## config.mk

```make
export PLATFORM = sky130hd
export DESIGN_NAME = sys_ctrl_port_a
export DESIGN_NICKNAME = d
export VERILOG_FILES = /design/src/rtl/sys_ctrl_pkg.sv /design/src/rtl/scpa_rst_sync.sv /design/src/rtl/scpa_pulse_gen.sv /design/src/rtl/scpa_ctrl_regs.sv /design/src/rtl/sys_ctrl_port_a.sv
export SDC_FILE = /design/constraint.sdc
export NUM_CORES = 1
export LEC_CHECK = 0
export ABC_AREA = 1
export BUFFER_PORTS_ARGS = -buffer_cell sky130_fd_sc_hd__buf_2
export CAP_MARGIN = 5
export CORE_AREA = 5 5 42 44
export CTS_CLUSTER_SIZE = 16
export DETAILED_ROUTE_END_ITERATION = 8
export DIE_AREA = 0 0 47 49
export SLEW_MARGIN = 40
export SYNTH_ARGS = -nofsm -noshare
export SYNTH_HDL_FRONTEND = slang
export SYNTH_SLANG_ARGS = --single-unit
```

## constraint.sdc

```tcl
create_clock -name clk -period 1.1 [get_ports clk]
set_clock_uncertainty 0.05 [all_clocks]
set_input_delay 0.11 -clock clk [delete_from_list [all_inputs] [get_ports clk]]
set_output_delay 0.11 -clock clk [all_outputs]
set_load 0.05 [all_outputs]
```

## src/rtl/sys_ctrl_pkg.sv

```systemverilog
package sys_ctrl_pkg;
  localparam int REG_W     = 8;
  localparam int BIT_RST   = 0;
  localparam int BIT_A20   = 1;
  localparam int BIT_LOCK  = 3;
  localparam int BIT_WDOG  = 4;
  localparam int LED_LSB   = 6;
  localparam int LED_W     = 2;
  localparam logic [REG_W-1:0] HIDDEN_READ = '1;

  typedef struct packed {
    logic             a20;
    logic             lock;
    logic [LED_W-1:0] led;
  } ctrl_state_t;
endpackage

```

## src/rtl/scpa_rst_sync.sv

```systemverilog
module scpa_rst_sync #(
  parameter int STAGES = 2
) (
  input  logic clk,
  input  logic rst_n,
  output logic rst_sync_n
);
  logic [STAGES-1:0] sync_q;

  always_ff @(posedge clk or negedge rst_n) begin
    if (!rst_n) sync_q <= '0;
    else        sync_q <= {sync_q[STAGES-2:0], 1'b1};
  end

  assign rst_sync_n = sync_q[STAGES-1];
endmodule

```

## src/rtl/scpa_pulse_gen.sv

```systemverilog
module scpa_pulse_gen #(
  parameter int PULSE_CYCLES = 8
) (
  input  logic clk,
  input  logic rst_n,
  input  logic trig,
  output logic active
);
  localparam int CNT_W = $clog2(PULSE_CYCLES + 1);
  localparam logic [CNT_W-1:0] CNT_LOAD = CNT_W'(PULSE_CYCLES);

  logic [CNT_W-1:0] cnt_q, cnt_d;
  logic             cnt_en;

  always_comb begin
    cnt_d  = cnt_q;
    cnt_en = 1'b0;
    if (cnt_q != '0) begin
      cnt_d  = cnt_q - 1'b1;
      cnt_en = 1'b1;
    end else if (trig) begin
      cnt_d  = CNT_LOAD;
      cnt_en = 1'b1;
    end
  end

  always_ff @(posedge clk or negedge rst_n) begin
    if (!rst_n)      cnt_q <= '0;
    else if (cnt_en) cnt_q <= cnt_d;
  end

  assign active = (cnt_q != '0);
endmodule

```

## src/rtl/scpa_ctrl_regs.sv

```systemverilog
module scpa_ctrl_regs
  import sys_ctrl_pkg::*;
(
  input  logic             clk,
  input  logic             rst_n,
  input  logic             wr_stb,
  input  logic [REG_W-1:0] wr_data,
  output ctrl_state_t      state
);
  ctrl_state_t state_q, state_d;

  always_comb begin
    state_d      = state_q;
    state_d.a20  = wr_data[BIT_A20];
    state_d.lock = state_q.lock | wr_data[BIT_LOCK];
    state_d.led  = wr_data[LED_LSB +: LED_W];
  end

  always_ff @(posedge clk or negedge rst_n) begin
    if (!rst_n)      state_q <= '0;
    else if (wr_stb) state_q <= state_d;
  end

  assign state = state_q;
endmodule

```

## src/rtl/sys_ctrl_port_a.sv

```systemverilog
module sys_ctrl_port_a
  import sys_ctrl_pkg::*;
#(
  parameter int PULSE_CYCLES = 8
) (
  input  logic       clk,
  input  logic       rst_n,
  input  logic       port_en,
  input  logic       wr_stb,
  input  logic [7:0] wr_data,
  input  logic       wdog_timeout,
  output logic [7:0] rd_data,
  output logic       a20_gate,
  output logic       cpu_reset,
  output logic       pw_lock,
  output logic [1:0] led_code,
  output logic       led_on
);
  logic        rst_int_n;
  logic        wr_ok;
  ctrl_state_t st;
  logic [REG_W-1:0] image;

  scpa_rst_sync #(.STAGES(2)) u_rst_sync (
    .clk(clk), .rst_n(rst_n), .rst_sync_n(rst_int_n)
  );

  assign wr_ok = port_en & wr_stb;

  scpa_ctrl_regs u_regs (
    .clk(clk), .rst_n(rst_int_n), .wr_stb(wr_ok), .wr_data(wr_data), .state(st)
  );

  scpa_pulse_gen #(.PULSE_CYCLES(PULSE_CYCLES)) u_pulse (
    .clk(clk), .rst_n(rst_int_n), .trig(wr_ok & wr_data[BIT_RST]), .active(cpu_reset)
  );

  always_comb begin
    image                        = '0;
    image[BIT_A20]               = st.a20;
    image[BIT_LOCK]              = st.lock;
    image[BIT_WDOG]              = wdog_timeout;
    image[LED_LSB +: LED_W]      = st.led;
  end

  assign rd_data  = port_en ? image : HIDDEN_READ;
  assign a20_gate = st.a20;
  assign pw_lock  = st.lock;
  assign led_code = st.led;
  assign led_on   = |st.led;
endmodule

```

==> metrics.yaml <==
fp-row-count: 14
powerDensity_mw_per_mm2: 2040
grt_pass1_vias: 422
htreeDepth: 1
reg2reg_depth: 5
placed_cell_area_um2: 583
grt_max_degree: 9
crit_end: "rd_data[1]"
routabilityCongestion: 0.647
required_ns: 0.94
dp_hpwl_um: 752
worstPathCellList: "or2_4, buf_8"
start_util: 0.313
drt_iter0_markers: 8
endpoint_kind: "primary output"
instances_no_fill: 98
firstDrtPassIters: 3
r2r-end: "u_pulse.cnt_q[3]"
leakage_nw: 0.378
peakVddDrop_v: 0.000855
layout_min_cycle_time_ns: 1.21
slowest_stage: "dfrtp_2"
yosysSeqAreaShare: 0.571
num_vias: 426
rsz0062_at_grt: "yes"
status: "finished with violations"
dpl.cell_count: 87
via_per_inst: 4.35
finalWirelength_um: 1040
antenna_found_initial: 0
portBuffers: 23
grt_overflow_total: 0
r2r_start: "u_pulse.cnt_q[0]"
cts_tree: "done"
synth_nets: 62
fin_nets: 96
wl_met2_um: 516
final_design_area_no_fill_um2: 718
remaining_drc_errors: 0
core_mm2: 0.00140
grt_use_total: 0.105
fp.dieArea_mm2: 0.00230
layout-drive-gt1-share: 0.610
drt-met1-wl_um: 422
rrSetupSlack_ns: 0.13
yosys_warnings: 0
grt_pass1_wl_um: 1750
clk_latency_ns: 0.27
finalSetupViolCount: 6
die_x_um: 47
drv_cap: 0
cts-buffers-inserted: 3
wire_per_inst_um: 10.6
clock_path_buffers: 2
synth-xor-area-share: 0
synth_fa_ha_area_frac: 0
ys_types: 14
cts_sinks: 10
max_freq_mhz: 827
area_growth_pct: 64.0
hold_viol: 0
worstPathArrival_ns: 1.05
root_buffer: "clkbuf_4"
drv_slew: 0
fin_crit_sh: 1.10
fin_ws_ns: -0.110
diodes: 0
fin_tns_setup_ns: -0.217
violations: "negative setup slack"
setup.worst_path.start: "u_regs.state[3]"
syn_area_um2: 438
muxShareOfSynthArea: 0
max_stage_delay_ns: 0.40
min_path_type: "in2reg"
path_class: "reg2out"
yosys.area_share.simple: 0.277
avgSynthCellArea_um2: 8.94
synth_compound_area_frac: 0.0571
synth_top_family_by_area: "simple AND/OR/NAND/NOR gates"
clk_pin_slew_worst_paths_ns: 0.07
top_layer: "met4"
wl_met3_um: 66
start_kind: "register"
syn_inst: 49
crit_path_max_fanout: 2
io_pins: 27
die_y_um: 49
ys_ff_latch: 10
ant_nets: 0
finalPower_w: 0.00147
fin_util: 0.513
[how the worst min path moves through the flow]
stage,start,end,depth (start not counted),slack (ns)
3_3_place_gp,rst_n,u_rst_sync.sync_q[0],1,-0.15
5_1_grt,wr_data[3],u_regs.state[2],3,0.01
2_1_floorplan,rst_n,u_rst_sync.sync_q[0],0,-0.24
6_report,wr_data[3],u_regs.state[2],3,0.01
3_5_place_dp,rst_n,u_rst_sync.sync_q[0],1,-0.15
4_1_cts,wr_data[3],u_regs.state[2],3,0.008
[flip-flops by register name, indices dropped and copies added (netlist names)]
signal / count
u_pulse.cnt_q: 4
u_regs.state: 4
u_rst_sync.sync_q: 2
[per-stage QoR]
stage,hold WS [ns],worst slack (ns)
CTS,0.00835,-0.117
global placement,-0.154,0.105
floorplan,-0.236,0.0804
detailed placement,-0.151,0.0954
global route,0.0140,-0.135
finish,0.0141,-0.110
[synth_stat cells (all sizes together)]
cell type | n | area, um^2
conb | 1 | 3.75
dfrtp | 10 | 250
inv | 6 | 22.5
nand2 | 14 | 60.1
nand3 | 4 | 20.0
a21oi | 3 | 15.0
o21ai | 2 | 10.0
nor2 | 5 | 28.8
buf | 2 | 15.0
or2 | 2 | 12.5
[kinds of logic (layout without fill, tap and decap cells)]
group,after synthesis,after routing
buffers and inverters,8,41
AO/OA/AOI/OAI,5,5
flip-flops,10,10
other,1,1
AND/OR/NAND/NOR,25,25
[power by group]
group | total (W) | switching (W) | internal (W)
clock network | 0.000269 | 0.000128 | 0.000140
logic | 0.000701 | 0.000415 | 0.000286
registers | 0.000498 | 0.0000604 | 0.000438
[metal layers]
metal  global-route usage  vias to the layer above
met5                    0                        -
met4               0.0829                        0
met3               0.0221                        5
met2                0.154                       16
met1                0.128                      193
li1                     -                      212
[timing repair]
item	in CTS	in global routing
setup buffers	5	1
gates resized for setup	20	0
pin swaps	2	0
setup endpoints to repair	6	7
hold buffers	1	0
endpoints found under the hold margin	2	0
[layout by cell type (no fill, tap or decap), drive strengths merged]
cell type	n
or2	2
buf	30
conb	1
nor2	5
o21ai	2
a21oi	3
dlygate4sd3	1
dfrtp	10
inv	6
nand2	14
clkbuf	4
nand3	4
[worst max-delay path, delay by kind of cell, from the launching register on]
| family | cells | cell delay [ns] |
|---|---|---|
| buf+inv | 1 | 0.15 |
| simple gates | 1 | 0.23 |
| flops | 1 | 0.40 |
[cell type report]
| cell class | instances | area [um^2] |
|---|---|---|
| sequential | 10 | 255 |
| fill | 148 | 683 |
| tap | 16 | 20.0 |
| inverter | 6 | 22.5 |
| clock buffer | 4 | 26.3 |
| timing repair buffer | 31 | 229 |
| multi-input combinational | 31 | 165 |
(Power assumes the default switching activity.)
